==> src/rtl/sfifo_pkg.sv <==
package sfifo_pkg;
    localparam logic [2:0] A_TXQ    = 3'd0;
    localparam logic [2:0] A_RXQ    = 3'd1;
    localparam logic [2:0] A_FLAGS  = 3'd2;
    localparam logic [2:0] A_CTRL   = 3'd3;
    localparam logic [2:0] A_LEVELS = 3'd4;

    // Transmit threshold: flag when count <= level.
    function automatic logic [7:0] tx_level(input logic [1:0] sel);
        case (sel)
            2'b00:   return 8'd8;
            2'b01:   return 8'd4;
            2'b10:   return 8'd2;
            default: return 8'd1;
        endcase
    endfunction

    // Receive threshold: flag when count >= level.
    function automatic logic [7:0] rx_level(input logic [1:0] sel);
        case (sel)
            2'b00:   return 8'd1;
            2'b01:   return 8'd4;
            2'b10:   return 8'd8;
            default: return 8'd14;
        endcase
    endfunction
endpackage

==> src/rtl/sfifo_byte_queue.sv <==
module sfifo_byte_queue #(
    parameter int DEPTH = 16,
    parameter int DW    = 8,
    localparam int CW   = $clog2(DEPTH + 1),
    localparam int PW   = $clog2(DEPTH)
) (
    input  logic          clk,
    input  logic          rst_n,
    input  logic          push,
    input  logic [DW-1:0] din,
    input  logic          pop,
    input  logic          flush,
    output logic [DW-1:0] dout,
    output logic [CW-1:0] count
);
    typedef struct packed {
        logic [DEPTH-1:0][DW-1:0] mem;
        logic [PW-1:0]            wp;
        logic [PW-1:0]            rp;
        logic [CW-1:0]            cnt;
    } q_state_t;

    q_state_t st_d, st_q;
    logic     do_push, do_pop;

    always_comb begin
        st_d    = st_q;
        do_push = push && (st_q.cnt != CW'(DEPTH));
        do_pop  = pop && (st_q.cnt != '0);
        if (flush) begin
            st_d.wp  = '0;
            st_d.rp  = '0;
            st_d.cnt = '0;
        end else begin
            if (do_push) begin
                st_d.mem[st_q.wp] = din;
                st_d.wp = (st_q.wp == PW'(DEPTH - 1)) ? '0 : st_q.wp + 1'b1;
            end
            if (do_pop) begin
                st_d.rp = (st_q.rp == PW'(DEPTH - 1)) ? '0 : st_q.rp + 1'b1;
            end
            st_d.cnt = st_q.cnt + CW'(do_push) - CW'(do_pop);
        end
    end

    always_ff @(posedge clk or negedge rst_n) begin
        if (!rst_n) st_q <= '0;
        else        st_q <= st_d;
    end

    assign dout  = st_q.mem[st_q.rp];
    assign count = st_q.cnt;

    AST_NO_OVERFLOW: assert property (@(posedge clk) disable iff (!rst_n)
        count <= CW'(DEPTH));
    AST_FULL_DROP: assert property (@(posedge clk) disable iff (!rst_n)
        push && !pop && !flush && count == CW'(DEPTH) |=> count == CW'(DEPTH));
    AST_EMPTY_POP: assert property (@(posedge clk) disable iff (!rst_n)
        pop && !push && !flush && count == '0 |=> count == '0);
    AST_FLUSH_ZERO: assert property (@(posedge clk) disable iff (!rst_n)
        flush |=> count == '0);
endmodule

==> src/rtl/sfifo_sticky_flag.sv <==
module sfifo_sticky_flag (
    input  logic clk,
    input  logic rst_n,
    input  logic cond,
    input  logic rd_flags,
    input  logic wr_flags,
    input  logic wr_bit,
    output logic flag
);
    typedef struct packed {
        logic flag;
        logic armed;
    } f_state_t;

    f_state_t st_d, st_q;
    logic     clr;

    always_comb begin
        st_d = st_q;
        clr  = wr_flags && !wr_bit && st_q.armed;
        if (clr) begin
            st_d.flag  = 1'b0;
            st_d.armed = 1'b0;
        end else begin
            st_d.flag = st_q.flag | cond;
            if (rd_flags && st_q.flag) st_d.armed = 1'b1;
        end
    end

    always_ff @(posedge clk or negedge rst_n) begin
        if (!rst_n) st_q <= '0;
        else        st_q <= st_d;
    end

    assign flag = st_q.flag;

    AST_STICKY: assert property (@(posedge clk) disable iff (!rst_n)
        flag && !(wr_flags && !wr_bit) |=> flag);
    AST_WR1_KEEP: assert property (@(posedge clk) disable iff (!rst_n)
        flag && wr_flags && wr_bit |=> flag);
    AST_SET_ON_COND: assert property (@(posedge clk) disable iff (!rst_n)
        !flag && cond |=> flag);
    AST_COMES_BACK: assert property (@(posedge clk) disable iff (!rst_n)
        $fell(flag) && cond && !wr_flags |=> flag);
endmodule

==> src/rtl/sfifo_trigger_stat.sv <==
module sfifo_trigger_stat #(
    parameter int DEPTH = 16,
    parameter int DW    = 8,
    parameter int RW    = 16,
    localparam int CW   = $clog2(DEPTH + 1),
    localparam int FW   = RW / 2
) (
    input  logic          clk,
    input  logic          rst_n,
    input  logic          reg_wr,
    input  logic          reg_rd,
    input  logic [2:0]    reg_addr,
    input  logic [DW-1:0] reg_wdata,
    output logic [RW-1:0] reg_rdata,
    input  logic          tx_pop,
    output logic [DW-1:0] tx_byte,
    output logic          tx_nonempty,
    input  logic          rx_push,
    input  logic [DW-1:0] rx_byte,
    output logic          tx_flag,
    output logic          rx_flag
);
    import sfifo_pkg::*;

    typedef struct packed {
        logic [1:0]    tx_sel;
        logic [1:0]    rx_sel;
        logic [DW-1:0] rx_last;
    } t_state_t;

    t_state_t      st_d, st_q;
    logic [CW-1:0] tx_cnt, rx_cnt;
    logic [DW-1:0] rx_head;
    logic          wr_ctrl, wr_flags, rd_flags, tx_push, rx_pop;
    logic          tx_cond, rx_cond;

    assign tx_push  = reg_wr && reg_addr == A_TXQ;
    assign rx_pop   = reg_rd && reg_addr == A_RXQ;
    assign wr_ctrl  = reg_wr && reg_addr == A_CTRL;
    assign wr_flags = reg_wr && reg_addr == A_FLAGS;
    assign rd_flags = reg_rd && reg_addr == A_FLAGS;

    sfifo_byte_queue #(.DEPTH(DEPTH), .DW(DW)) u_txq (
        .clk(clk), .rst_n(rst_n), .push(tx_push), .din(reg_wdata),
        .pop(tx_pop), .flush(wr_ctrl && reg_wdata[4]),
        .dout(tx_byte), .count(tx_cnt));

    sfifo_byte_queue #(.DEPTH(DEPTH), .DW(DW)) u_rxq (
        .clk(clk), .rst_n(rst_n), .push(rx_push), .din(rx_byte),
        .pop(rx_pop), .flush(wr_ctrl && reg_wdata[5]),
        .dout(rx_head), .count(rx_cnt));

    assign tx_cond = FW'(tx_cnt) <= FW'(tx_level(st_q.tx_sel));
    assign rx_cond = FW'(rx_cnt) >= FW'(rx_level(st_q.rx_sel));

    sfifo_sticky_flag u_txf (
        .clk(clk), .rst_n(rst_n), .cond(tx_cond), .rd_flags(rd_flags),
        .wr_flags(wr_flags), .wr_bit(reg_wdata[0]), .flag(tx_flag));

    sfifo_sticky_flag u_rxf (
        .clk(clk), .rst_n(rst_n), .cond(rx_cond), .rd_flags(rd_flags),
        .wr_flags(wr_flags), .wr_bit(reg_wdata[1]), .flag(rx_flag));

    always_comb begin
        st_d = st_q;
        if (wr_ctrl) begin
            st_d.tx_sel = reg_wdata[1:0];
            st_d.rx_sel = reg_wdata[3:2];
        end
        if (rx_pop && rx_cnt != '0) st_d.rx_last = rx_head;
    end

    always_ff @(posedge clk or negedge rst_n) begin
        if (!rst_n) st_q <= '0;
        else        st_q <= st_d;
    end

    always_comb begin
        reg_rdata = '0;
        case (reg_addr)
            A_RXQ:    reg_rdata = RW'((rx_cnt == '0) ? st_q.rx_last : rx_head);
            A_FLAGS:  reg_rdata = RW'({rx_flag, tx_flag});
            A_CTRL:   reg_rdata = RW'({st_q.rx_sel, st_q.tx_sel});
            A_LEVELS: reg_rdata = {FW'(tx_cnt), FW'(rx_cnt)};
            default:  reg_rdata = '0;
        endcase
    end

    assign tx_nonempty = tx_cnt != '0;

    AST_EMPTY_READ_HOLD: assert property (@(posedge clk) disable iff (!rst_n)
        rx_pop && !rx_push && rx_cnt == '0 |=> rx_cnt == '0 && $stable(st_q.rx_last));
    AST_SEL_STABLE: assert property (@(posedge clk) disable iff (!rst_n)
        !wr_ctrl |=> $stable(st_q.tx_sel) && $stable(st_q.rx_sel));
endmodule

==> config.mk <==
export PLATFORM = sky130hd
export DESIGN_NAME = sfifo_trigger_stat
export DESIGN_NICKNAME = d
export VERILOG_FILES = /design/src/rtl/sfifo_pkg.sv /design/src/rtl/sfifo_byte_queue.sv /design/src/rtl/sfifo_sticky_flag.sv /design/src/rtl/sfifo_trigger_stat.sv
export SDC_FILE = /design/constraint.sdc
export NUM_CORES = 1
export LEC_CHECK = 0
export BUFFER_PORTS_ARGS = -buffer_cell sky130_fd_sc_hd__buf_2
export CORE_ASPECT_RATIO = 0.6
export CORE_MARGIN = 5
export CORE_UTILIZATION = 56
export DETAILED_ROUTE_END_ITERATION = 10
export GPL_ROUTABILITY_DRIVEN = 0
export PLACE_DENSITY = 0.74
export SYNTH_ARGS = -nofsm -noshare
export SYNTH_HDL_FRONTEND = slang
export SYNTH_SLANG_ARGS = --single-unit
==> constraint.sdc <==
create_clock -name clk -period 3 [get_ports clk]
set_input_delay 0.15 -clock clk [delete_from_list [all_inputs] [get_ports clk]]
set_output_delay 0.15 -clock clk [all_outputs]
set_load 0.01 [all_outputs]
==> impl_metrics.py, run 1 <==
metrics = {
    "clock_network": {
        "clk-insertion-delay-late_ns": 0.54,
        "cts.sink_count": 298,
        "clock_tree_root": "sky130_fd_sc_hd__clkbuf_16",
        "cts.reportedPaths.clkPinSlew_ns": 0.07,
        "cts_max_level": 1,
        "tritoncts": "yes",
        "clock_tree.buffer_depth": 3,
        "cts_buffers": 27,
    },
    "floorplanning": {
        "die_h_um": 135,
        "design.portCount": 52,
        "placementRows": 45,
        "initial_utilization_pct": 57.1,
        "design.die.area_um2": 29300,
        "chipWidth_um": 218,
        "floorplan_core_area_um2": 25400,
    },
    "sta": {
        "finalSetupViolCount": 0,
        "report.final.slew_viol_count": 0,
        "worst_clock_skew_ns": 0.0122,
        "worst_slew_pin_slew_ns": 0.903,
        "fin_ws_ns": 0.0469,
        "layout_min_cycle_time_ns": 2.95,
        "hold_ws_ns": 0.0490,
        "finalHoldViolCount": 0,
        "fmax_mhz": 339,
        "min_period_over_period_pct": 98.4,
        "max_transition_margin_pct": 39.8,
    },
    "global_routing": {
        "grt_pass1_wl_um": 50600,
        "antenna_found_initial": 0,
        "first_global_vias": 8798,
        "grtUsageTotal_pct": 21.8,
        "grt_start_max_net_pins": 90,
        "overflow": 0,
    },
    "placed_design": {
        "dp_slack_ns": -0.0388,
        "dpl.hpwl_um": 21400,
        "numPortBuffers": 48,
    },
    "routing": {
        "drt-pass1-iter-count": 6,
        "remaining_drc_errors": 0,
        "wl_met2_um": 12800,
        "route.detailed.vias_per_inst": 6.03,
        "routed_wirelength_um": 31500,
        "wl_per_cell_um": 21.9,
        "dr_wl_met3_um": 2200,
        "via_count": 8692,
        "met1_length_um": 16200,
        "top_layer": "met4",
        "detailedRoute.firstIterationViolations": 671,
        "ant_nets": 0,
    },
    "synth": {
        "ys_dominant_reg_cell": "sky130_fd_sc_hd__dfrtp_1",
        "ys_types": 61,
        "synth-seq-cells": 298,
        "yosys-top-cells-area": "sky130_fd_sc_hd__dfrtp_1 (51%), sky130_fd_sc_hd__mux2_2 (20%), sky130_fd_sc_hd__mux4_2 (9.9%)",
        "number_of_synthesized_flops_with_an_enable_pin": 0,
        "synthesis.instances": 1018,
        "synth.yosys.seq_area_share_pct": 51.4,
        "synth_top_cell_by_area": "sky130_fd_sc_hd__dfrtp_1",
        "async_reset_ff_share_pct": 100,
        "warnings_from_yosys": 0,
        "post-synth-top-area-fraction_pct": 51.4,
        "synth.avg_cell_area_um2": 14.3,
        "synth.cell_area_um2": 14500,
    },
    "power_and_ir_drop": {
        "power.density_nw_per_um2": 924,
        "power_leakage_nw": 7.42,
        "worst_ir_drop_vdd_mv": 0.432,
    },
    "setup_path": {
        "worst_r2r_path_depth": 13,
        "worstPathRequired_ns": 3.46,
        "worst-setup-path-type": "reg -> reg",
        "worst-endpoint-arrival_ns": 3.41,
        "worst_setup_path_start_kind": "register",
        "worst-path-max-fanout": 4,
        "regToRegSetupSlack_ns": 0.05,
        "end_kind": "register",
    },
    "run_status": {
        "outcome": "finished clean",
    },
    "hold_path": {
        "holdPathStages": 2,
        "min_path_type": "in -> reg",
    },
    "finish": {
        "fin_nets": 1129,
        "drive_above_1_share_pct": 47.3,
        "num_antenna_cells": 0,
        "n_fill_cell": 1833,
        "area_growth_pct": 12.2,
    },
    "run": {
        "timing.max_cap.violations": 0,
    },
}
-- placed cells by master (no fill, tap or decap), types with 14 or more instances in the layout --
| cell | count |
|---|---|
| sky130_fd_sc_hd__a21oi_1 | 26 |
| sky130_fd_sc_hd__dfrtp_1 | 296 |
| sky130_fd_sc_hd__buf_4 | 32 |
| sky130_fd_sc_hd__clkbuf_16 | 27 |
| sky130_fd_sc_hd__nand2_1 | 35 |
| sky130_fd_sc_hd__mux4_2 | 64 |
| sky130_fd_sc_hd__a22oi_1 | 17 |
| sky130_fd_sc_hd__buf_2 | 47 |
| sky130_fd_sc_hd__inv_1 | 14 |
| sky130_fd_sc_hd__mux2_2 | 257 |
| sky130_fd_sc_hd__ha_1 | 26 |
| sky130_fd_sc_hd__nor2b_1 | 18 |
| sky130_fd_sc_hd__nor2_1 | 24 |
-- final timing paths --
check	start	endpoint
worst max-delay path	u_txq.count[2]$_DFF_PN0_	u_txq.count[4]$_DFF_PN0_
worst min-delay path	reg_wdata[6]	u_txq.st_q[43]$_DFFE_PN0P_
worst max register to register	u_txq.count[2]$_DFF_PN0_	u_txq.count[4]$_DFF_PN0_
worst min register to register	u_rxf.st_q[0]$_DFFE_PN0P_	u_rxf.st_q[0]$_DFFE_PN0P_
max in group asynchronous	rst_n	u_txq.st_q[72]$_DFFE_PN0P_
min in group asynchronous	rst_n	u_rxq.st_q[117]$_DFFE_PN0P_
-- repair_timing --
item                                   4_1_cts  5_1_grt
setup endpoints to repair                    2        7
endpoints found under the hold margin       73        0
resized for setup                            1       19
pin swaps                                    0        8
hold buffers                                 3        0
buffers inserted                             1       10
-- critical path, cell delays in order, from the launching register on --
cell and delay (ns):
sky130_fd_sc_hd__dfrtp_1 0.40, sky130_fd_sc_hd__inv_2 0.08, sky130_fd_sc_hd__ha_2 0.18, sky130_fd_sc_hd__or4b_4 0.48
sky130_fd_sc_hd__nand2_4 0.10, sky130_fd_sc_hd__inv_2 0.05, sky130_fd_sc_hd__ha_1 0.27, sky130_fd_sc_hd__inv_1 0.04
sky130_fd_sc_hd__ha_2 0.18, sky130_fd_sc_hd__fa_2 0.37, sky130_fd_sc_hd__a21oi_1 0.17, sky130_fd_sc_hd__nor2_1 0.08
sky130_fd_sc_hd__or3_1 0.34, sky130_fd_sc_hd__a21oi_1 0.14
-- cells in the mapped netlist (3+ instances only) --
cell type and n:
sky130_fd_sc_hd__nor2_2 12, sky130_fd_sc_hd__mux2i_1 11, sky130_fd_sc_hd__buf_4 7, sky130_fd_sc_hd__o21ai_0 13
sky130_fd_sc_hd__clkbuf_1 36, sky130_fd_sc_hd__buf_1 5, sky130_fd_sc_hd__and2_1 13, sky130_fd_sc_hd__nor2b_1 18
sky130_fd_sc_hd__ha_1 30, sky130_fd_sc_hd__nand2_2 7, sky130_fd_sc_hd__a211oi_1 8, sky130_fd_sc_hd__buf_2 16
sky130_fd_sc_hd__nor3_4 4, sky130_fd_sc_hd__a22o_1 4, sky130_fd_sc_hd__nor3_1 3, sky130_fd_sc_hd__nor2_1 25
sky130_fd_sc_hd__dfrtp_1 298, sky130_fd_sc_hd__nor3b_1 4, sky130_fd_sc_hd__nand2b_1 6, sky130_fd_sc_hd__mux2_1 9
sky130_fd_sc_hd__nand3_4 4, sky130_fd_sc_hd__mux4_2 64, sky130_fd_sc_hd__mux2_2 257, sky130_fd_sc_hd__or3_1 4
sky130_fd_sc_hd__a21o_1 3, sky130_fd_sc_hd__nand2_1 38, sky130_fd_sc_hd__xor2_1 6, sky130_fd_sc_hd__inv_1 21
sky130_fd_sc_hd__a22oi_1 17, sky130_fd_sc_hd__xnor2_1 4, sky130_fd_sc_hd__nand3_2 4, sky130_fd_sc_hd__a311oi_1 3
sky130_fd_sc_hd__a21oi_1 28, sky130_fd_sc_hd__nand3_1 4
-- stage by stage --
stage	area, µm²	setup TNS, ns	cells	utilization (%)	power (mW)
after floorplan	14500	-0.0275	1020	-	9.77
after global placement	15200	0	1381	59.9	11.1
after detailed placement	15200	-0.0388	1381	59.9	11.3
after CTS	16200	0	1432	63.6	14.9
after global routing	16300	-0.104	1442	64.1	15.9
final	16300	0	1442	64.1	15.0
-- per-layer routing --
layer  GRT usage (%)  up-vias
met1            36.6     4610
li1                -     3825
met4            2.89        0
met5               0        -
met3            5.56       30
met2            29.0      227
-- state kept, by name, summed over array words and instances, names as in the netlist --
signal	cells
u_rxq.count	5
u_rxf.flag	1
u_txf.flag	1
st_q	12
u_rxq.st_q	136
u_txf.st_q	1
u_rxf.st_q	1
u_txq.count	5
u_txq.st_q	136
-- cell families after synthesis --
kind of cell / after synthesis / share of synthesized area (%)
other: 1 / 0.0258
xor gates and xnor gates: 10 / 0.604
adders and majority gates: 32 / 2.86
muxes: 341 / 31.3
AOI/OAI and AO/OA: 86 / 4.01
buffers and inverters: 87 / 2.58
DFF: 298 / 51.4
and+or+nand+nor: 163 / 7.20
-- layout make-up --
| cell class | count | area (µm²) | area share, % |
|---|---|---|---|
| clock inverter | 9 | 123 | 0.753 |
| clock buffer | 38 | 787 | 4.83 |
| sequential | 298 | 7460 | 45.8 |
| timing repair buffer | 88 | 621 | 3.81 |
| tap | 352 | 440 | 2.71 |
| inverter | 22 | 82.6 | 0.507 |
| multi-input combinational | 635 | 6770 | 41.6 |
-- report_power, final --
part / total (mW) / internal, mW / leakage [nW] / switching, mW
clock: 3.56 / 2.08 / 0.450 / 1.48
combinational: 5.30 / 2.86 / 3.11 / 2.44
sequential: 6.18 / 5.29 / 3.87 / 0.898
(Power assumes the default switching activity.)
==> run 2, diff against run 1 <==
--- a/config.mk
+++ b/config.mk
@@ -8,10 +8,11 @@
 export BUFFER_PORTS_ARGS = -buffer_cell sky130_fd_sc_hd__buf_2
 export CORE_ASPECT_RATIO = 0.6
 export CORE_MARGIN = 5
-export CORE_UTILIZATION = 56
+export CORE_UTILIZATION = 58
+export CTS_BUF_LIST = sky130_fd_sc_hd__clkbuf_2 sky130_fd_sc_hd__clkbuf_4 sky130_fd_sc_hd__clkbuf_8
 export DETAILED_ROUTE_END_ITERATION = 10
 export GPL_ROUTABILITY_DRIVEN = 0
-export PLACE_DENSITY = 0.74
+export PLACE_DENSITY = 0.76
 export SYNTH_ARGS = -nofsm -noshare
 export SYNTH_HDL_FRONTEND = slang
 export SYNTH_SLANG_ARGS = --single-unit
==> run 2 against run 1 <==
Clock skew grew 0.012 ns. Design area shrank 0.85%. Largest power group unchanged. Routed wire length grew 0.48%. Non-clock buffer count shrank 10. Via count grew 0.38%. Fmax grew 0.51%. Worst hold slack lost 0.0063 ns. Combinational power is essentially flat. Sequential share of layout area grew 0.39 points.
==> impl_metrics.py, run 2 (synthesis results as in run 1) <==
metrics = {
    "sta": {
        "report.final.slew_viol_count": 0,
        "tns_ns": 0,
        "min_period_over_period_pct": 97.9,
        "layout_min_cycle_time_ns": 2.94,
        "finalHoldViolCount": 0,
        "worst_slew_pin_slew_ns": 0.876,
        "grt_setup_unrepaired": "yes",
        "worst_clock_skew_ns": 0.0239,
        "max_transition_margin_pct": 41.6,
        "fmax_mhz": 340,
        "finalSetupViolCount": 0,
        "fin_ws_ns": 0.0618,
    },
    "setup_path": {
        "worst-path-max-fanout": 6,
        "critical_path.max_stage_delay_ns": 0.51,
        "worstPathRequired_ns": 3.48,
        "worst-setup-path-type": "reg -> reg",
        "path_buf_inv": 3,
        "end_kind": "register",
        "regToRegSetupSlack_ns": 0.06,
        "worst_setup_path_start_kind": "register",
        "worst_r2r_path_depth": 13,
        "critical_path_depth": 13,
        "critical_path.cell_chain": "inv_2 -> ha_4 -> or4b_4 -> nand3_4 -> inv_1 -> ha_1 -> inv_1 -> ha_1 -> fa_2 -> a21oi_1 -> nor2_1 -> or3_1 -> a21oi_1",
        "timing.critical_path.max_delay_family": "simple AND/OR/NAND/NOR gates",
        "worst-endpoint-arrival_ns": 3.41,
        "slowest_cell_on_the_critical_path": "sky130_fd_sc_hd__or4b_4",
    },
    "clock_network": {
        "cts.reportedPaths.clkPinSlew_ns": 0.07,
        "tritoncts": "yes",
        "clk-insertion-delay-late_ns": 0.56,
        "clock_tree_root": "sky130_fd_sc_hd__clkbuf_8",
        "cts_max_level": 2,
        "clock_tree.buffer_depth": 3,
        "cts.sink_count": 298,
        "cts_buffers": 44,
    },
    "power_and_ir_drop": {
        "worst_ir_drop_vdd_mv": 0.377,
        "power.density_nw_per_um2": 915,
        "power_leakage_nw": 7.40,
    },
    "routing": {
        "route.detailed.vias_per_inst": 6.12,
        "drt-pass1-iter-count": 6,
        "wl_per_cell_um": 22.2,
        "remaining_drc_errors": 0,
        "routed_wirelength_um": 31700,
        "detailedRoute.firstIterationViolations": 648,
        "via_count": 8725,
        "ant_nets": 0,
    },
    "finish": {
        "final_cells": 1425,
        "final_cell_area_um2": 16100,
        "num_antenna_cells": 0,
        "n_fill_cell": 1763,
        "drive_above_1_share_pct": 48.2,
        "multi_input_comb_area_um2": 6770,
        "most-common-layout-cells": "sky130_fd_sc_hd__dfrtp_1 (296), sky130_fd_sc_hd__mux2_2 (257), sky130_fd_sc_hd__mux4_2 (64)",
        "biggestRegsByFlops": "u_rxq.st_q: 136 flops, u_txq.st_q: 136 flops, st_q: 12 flops",
        "most_common_cell_after_layout_fill_and_taps_aside": "sky130_fd_sc_hd__dfrtp_1",
        "ff_latch_area_um2": 7460,
        "area_growth_pct": 11.2,
        "fin_nets": 1136,
    },
    "hold_path": {
        "min_path_type": "in -> reg",
        "holdPathStages": 2,
    },
    "floorplanning": {
        "placementRows": 44,
        "design.portCount": 52,
        "initial_utilization_pct": 59.5,
        "floorplan_core_area_um2": 24400,
        "chipWidth_um": 214,
        "design.die.area_um2": 28400,
        "die_h_um": 133,
    },
    "global_routing": {
        "grt_start_max_net_pins": 104,
        "overflow": 0,
        "antenna_found_initial": 0,
        "grt_pass1_wl_um": 52300,
        "first_global_vias": 9138,
        "grtUsageTotal_pct": 23.0,
    },
    "placed_design": {
        "numPortBuffers": 48,
        "dpl.cell_count": 1348,
        "placement.cell_area_um2": 15100,
        "dp_slack_ns": 0.0260,
        "dpl.hpwl_um": 20900,
    },
    "run": {
        "timing.max_cap.violations": 0,
    },
    "run_status": {
        "outcome": "finished clean",
    },
}
-- run 2: cell types whose count changed in the layout (fill, tap and decap cells not counted), sizes merged --
cell	delta
clkbuf	+27
clkinvlp	-1
clkinv	-1
buf	-11
bufinv	-2
dlygate4sd3	+1
-- run 2: final cells by class --
class                   instances  share of cell area (%)
flip-flops and latches        298                    46.2
multi-input cells             635                    41.9
clock buffers                  65                    5.04
repair buffers                 78                    3.47
well taps                     322                    2.50
inverters                      22                   0.512
clock inverters                 5                   0.310
-- run 2: stage by stage --
stage / utilization, % / hold WS (ns) / power, mW
after global placement: 62.1 / 0.0906 / 11.1
after CTS: 65.9 / 0.000922 / 14.7
final: 66.2 / 0.0426 / 14.8
after global routing: 66.2 / 0.0319 / 15.7
after detailed placement: 62.1 / 0.0901 / 11.3
after floorplan: - / -0.146 / 9.77
-- run 2: power breakdown --
group | internal, mW | switching, mW | total, mW
logic | 2.83 | 2.50 | 5.33
clock network | 1.80 | 1.52 | 3.32
registers | 5.29 | 0.825 | 6.11
total | 9.92 | 4.84 | 14.8
-- run 2: worst reg2reg max path: stages (launching register included) --
cell,delay (ns)
sky130_fd_sc_hd__dfrtp_1,0.39
sky130_fd_sc_hd__inv_2,0.08
sky130_fd_sc_hd__ha_4,0.15
sky130_fd_sc_hd__or4b_4,0.51
sky130_fd_sc_hd__nand3_4,0.11
sky130_fd_sc_hd__inv_1,0.07
sky130_fd_sc_hd__ha_1,0.27
sky130_fd_sc_hd__inv_1,0.04
sky130_fd_sc_hd__ha_1,0.20
sky130_fd_sc_hd__fa_2,0.36
sky130_fd_sc_hd__a21oi_1,0.14
sky130_fd_sc_hd__nor2_1,0.06
sky130_fd_sc_hd__or3_1,0.35
sky130_fd_sc_hd__a21oi_1,0.15
-- run 2: what timing repair did --
| item | in CTS | in global routing |
|---|---|---|
| pin swaps | 0 | 3 |
| setup buffers | 2 | 1 |
| hold endpoints to repair | 204 | 0 |
| setup endpoints to repair | 7 | 7 |
| resized for setup | 1 | 17 |
| hold buffers | 4 | 0 |
-- run 2: worst paths after layout --
path,startpoint,end
max in group asynchronous,rst_n,u_txq.st_q[131]$_DFFE_PN0P_
worst min-delay path,reg_wdata[6],u_txq.st_q[43]$_DFFE_PN0P_
worst max-delay path,u_rxq.count[2]$_DFF_PN0_,u_rxq.count[4]$_DFF_PN0_
min in group asynchronous,rst_n,u_rxq.st_q[53]$_DFFE_PN0P_
worst max register to register,u_rxq.count[2]$_DFF_PN0_,u_rxq.count[4]$_DFF_PN0_
worst min register to register,st_q[4]$_DFFE_PN0P_,st_q[4]$_DFFE_PN0P_
-- run 2: metal layers --
metal	wire, µm	vias to the layer above	GRT usage (%)
met2	13100	230	30.9
met4	348	0	4.43
li1	-	3856	-
met5	0	-	0
met3	2130	35	5.34
met1	16100	4604	38.1
==> run 3, diff against run 2 <==
--- a/config.mk
+++ b/config.mk
@@ -5,8 +5,9 @@
 export SDC_FILE = /design/constraint.sdc
 export NUM_CORES = 1
 export LEC_CHECK = 0
+export ABC_AREA = 1
 export BUFFER_PORTS_ARGS = -buffer_cell sky130_fd_sc_hd__buf_2
-export CORE_ASPECT_RATIO = 0.6
+export CORE_ASPECT_RATIO = 0.5
 export CORE_MARGIN = 5
 export CORE_UTILIZATION = 58
 export CTS_BUF_LIST = sky130_fd_sc_hd__clkbuf_2 sky130_fd_sc_hd__clkbuf_4 sky130_fd_sc_hd__clkbuf_8
==> run 3 against run 2 <==
Sequential power increased by 4.6%. Register-to-register slack improved by 0.33 ns. Synthesized area is 1.8% higher. First-iteration DRC count grew 110%. Worst hold slack worse by 0.0019 ns. Core utilization decreased by 1.8 points. Worst setup slack improved by 0.20 ns. Combinational power rose by 15%. Clock-buffer cell count increased by 5. Global-route usage increased by 2.9 points.
==> impl_metrics.py, run 3 <==
metrics = {
    "run_status": {
        "outcome": "finished clean",
    },
    "clock_network": {
        "clk-insertion-delay-late_ns": 0.58,
        "tritoncts": "yes",
        "cts_post_setup_buffers_inserted": 0,
        "cts_max_level": 2,
        "clock_tree_root": "sky130_fd_sc_hd__clkbuf_8",
        "clock_tree.buffer_depth": 3,
        "cts.reportedPaths.clkPinSlew_ns": 0.07,
        "cts-resized-gates": 0,
        "cts_buffers": 44,
        "cts.sink_count": 298,
    },
    "setup_path": {
        "end_kind": "output port",
        "regToRegSetupSlack_ns": 0.39,
        "worst_setup_path_start_kind": "register",
        "slowest_cell_on_the_critical_path": "sky130_fd_sc_hd__nor2_1",
        "critical_path.cell_chain": "clkinv_1 -> nor2_1 -> nand2_1 -> nand2_1 -> inv_1 -> nand3_1 -> nand2_1 -> nand2_1 -> buf_2",
        "worst-path-max-fanout": 10,
        "start_of_the_worst_register_to_register_path": "u_txq.count[3]$_DFF_PN0_",
        "worst-endpoint-arrival_ns": 2.59,
        "worst-setup-path-type": "reg -> out",
        "worstPathRequired_ns": 2.85,
        "critical_path.most_common_cell": "sky130_fd_sc_hd__nand2_1",
        "reg2reg_to": "u_txq.count[4]$_DFF_PN0_",
        "worst_r2r_path_depth": 14,
        "critical_path.max_stage_delay_ns": 0.58,
        "setup_crit_start": "u_rxq.st_q[8]$_DFFE_PN0P_",
        "timing.critical_path.to": "reg_rdata[0]",
    },
    "routing": {
        "ant_nets": 0,
        "drt-pass1-iter-count": 6,
        "detailedRoute.firstIterationViolations": 1392,
        "via_count": 12500,
        "route.detailed.vias_per_inst": 5.48,
        "wl_per_cell_um": 16.1,
        "remaining_drc_errors": 0,
        "routed_wirelength_um": 36700,
    },
    "floorplanning": {
        "floorplan_core_area_um2": 25100,
        "design.die.area_um2": 29000,
        "chipWidth_um": 236,
        "design.portCount": 52,
        "die_h_um": 123,
        "initial_utilization_pct": 58.8,
        "placementRows": 41,
    },
    "power_and_ir_drop": {
        "power_leakage_nw": 8.19,
        "worst_ir_drop_vdd_mv": 0.446,
        "power.density_nw_per_um2": 983,
    },
    "sta": {
        "worst_slew_pin_slew_ns": 0.798,
        "grt_setup_unrepaired": "no",
        "finalSetupViolCount": 0,
        "finalHoldViolCount": 0,
        "layout_min_cycle_time_ns": 2.74,
        "report.final.slew_viol_count": 0,
        "max_transition_margin_pct": 46.6,
        "tns_ns": 0,
        "min_period_over_period_pct": 91.2,
        "fmax_mhz": 365,
        "worst_clock_skew_ns": 0.0250,
    },
    "synth": {
        "warnings_from_yosys": 0,
        "netlist_top_cells_count": "sky130_fd_sc_hd__nand2_1 (572), sky130_fd_sc_hd__dfrtp_1 (298), sky130_fd_sc_hd__o21ai_0 (292), sky130_fd_sc_hd__inv_1 (173), sky130_fd_sc_hd__nor2_1 (137)",
        "synth.avg_cell_area_um2": 7.86,
        "synth_simple_gate_area_share_pct": 23.6,
        "async_reset_ff_share_pct": 100,
        "number_of_synthesized_flops_with_an_enable_pin": 0,
        "synth_adder_area_share_pct": 2.81,
        "synth_xor_xnor_area_share_pct": 0.356,
        "post-synth-top-area-fraction_pct": 50.5,
        "synth-seq-cells": 298,
        "yosys-top-cells-area": "sky130_fd_sc_hd__dfrtp_1 (50%), sky130_fd_sc_hd__nand2_1 (15%), sky130_fd_sc_hd__o21ai_0 (9.9%)",
        "yosysMostFrequentCell": "sky130_fd_sc_hd__nand2_1",
        "synth.yosys.seq_area_share_pct": 50.5,
        "synth.cell_area_um2": 14800,
        "fraction_of_the_mapped_netlist_area_in_compound_gates_pct": 14.7,
        "synth.mux.area_fraction_pct": 0,
        "ys_dominant_reg_cell": "sky130_fd_sc_hd__dfrtp_1",
        "ys_types": 37,
        "synth_top_cell_by_area": "sky130_fd_sc_hd__dfrtp_1",
        "synthesis.instances": 1880,
        "synth_top_family_by_area": "simple AND/OR/NAND/NOR gates",
    },
    "finish": {
        "final_cell_area_um2": 16200,
        "most-common-layout-cells": "sky130_fd_sc_hd__nand2_1 (572), sky130_fd_sc_hd__dfrtp_1 (296), sky130_fd_sc_hd__o21ai_0 (292)",
        "fin_nets": 1965,
        "num_antenna_cells": 0,
        "most_common_cell_after_layout_fill_and_taps_aside": "sky130_fd_sc_hd__nand2_1",
        "area_growth_pct": 9.50,
        "biggestRegsByFlops": "u_rxq.st_q: 136 flops, u_txq.st_q: 136 flops, st_q: 12 flops",
        "drive_above_1_share_pct": 9.03,
    },
    "placed_design": {
        "dpl.hpwl_um": 22900,
        "placement.cell_area_um2": 15200,
        "numPortBuffers": 48,
    },
    "global_routing": {
        "grt_pass1_wl_um": 60900,
        "overflow": 0,
        "first_global_vias": 11900,
        "grtUsageTotal_pct": 25.8,
        "antenna_found_initial": 0,
        "grt_start_max_net_pins": 77,
    },
    "hold_path": {
        "min_path_type": "in -> reg",
    },
    "run": {
        "timing.max_cap.violations": 0,
    },
}
## run 3: critical path, delay by kind of cell (launching register included)
kind,cells,cell delay (ns)
buf+inv,3,0.51
simple gates,6,1.10
flops,1,0.40
## run 3: stage by stage
| stage | utilization [%] | setup slack, ns | total power [mW] | cells | hold slack (ns) |
|---|---|---|---|---|---|
| 2_1_floorplan | - | 0.299 | 10.7 | 1882 | -0.146 |
| 3_3_place_gp | 60.4 | 0.489 | 12.3 | 2195 | 0.173 |
| 3_5_place_dp | 60.4 | 0.413 | 12.5 | 2195 | 0.172 |
| 4_1_cts | 64.4 | 0.312 | 15.9 | 2281 | 0.0207 |
| 5_1_grt | 64.4 | 0.112 | 17.2 | 2281 | 0.0545 |
| 6_report | 64.4 | 0.263 | 15.9 | 2281 | 0.0407 |
## run 3: area by class of cell
cell class	instances	area [µm²]
clock buffer	70	857
clock inverter	5	28.8
fill	2184	8950
inverter	182	686
multi-input combinational	1304	6140
sequential	298	7460
tap	344	430
timing repair buffer	78	578
## run 3: worst min-delay path by stage
stage	slack [ns]	depth (start not counted)	endpoint	from
after floorplan	-0.15	0	st_q[0]$_DFFE_PN0P_	rst_n
after global placement	0.17	1	u_rxq.st_q[67]$_DFFE_PN0P_	rst_n
after detailed placement	0.17	1	u_rxq.st_q[47]$_DFFE_PN0P_	rst_n
after CTS	0.02	4	u_rxq.st_q[9]$_DFFE_PN0P_	rx_push
after global routing	0.05	4	u_rxq.st_q[9]$_DFFE_PN0P_	rx_push
final	0.04	4	u_rxq.st_q[9]$_DFFE_PN0P_	rx_push
## run 3: logic make-up after synthesis
logic type,Yosys count
xor+xnor,6
flops,298
fa+ha+maj,32
buf+inv,280
simple gates,846
other cells,1
compound gates,417
## run 3: where the power goes
group / switching (mW) / total (mW) / internal, mW
registers: 0.902 / 6.39 / 5.49
clock network: 1.59 / 3.39 / 1.81
logic: 3.92 / 6.12 / 2.20
total: 6.41 / 15.9 / 9.50
## run 3: per-layer routing
metal / part of all wire (%) / track usage [%] / up-vias
li1: - / - / 6080
met1: 45 / 35.6 / 5958
met2: 46 / 42.5 / 403
met3: 6.5 / 4.83 / 68
met4: 2.3 / 7.57 / 0
met5: 0 / 0 / -
## run 3: timing repair
action	4_1_cts	5_1_grt
endpoints found under the hold margin	81	0
hold buffers	11	0
setup endpoints to repair	0	0
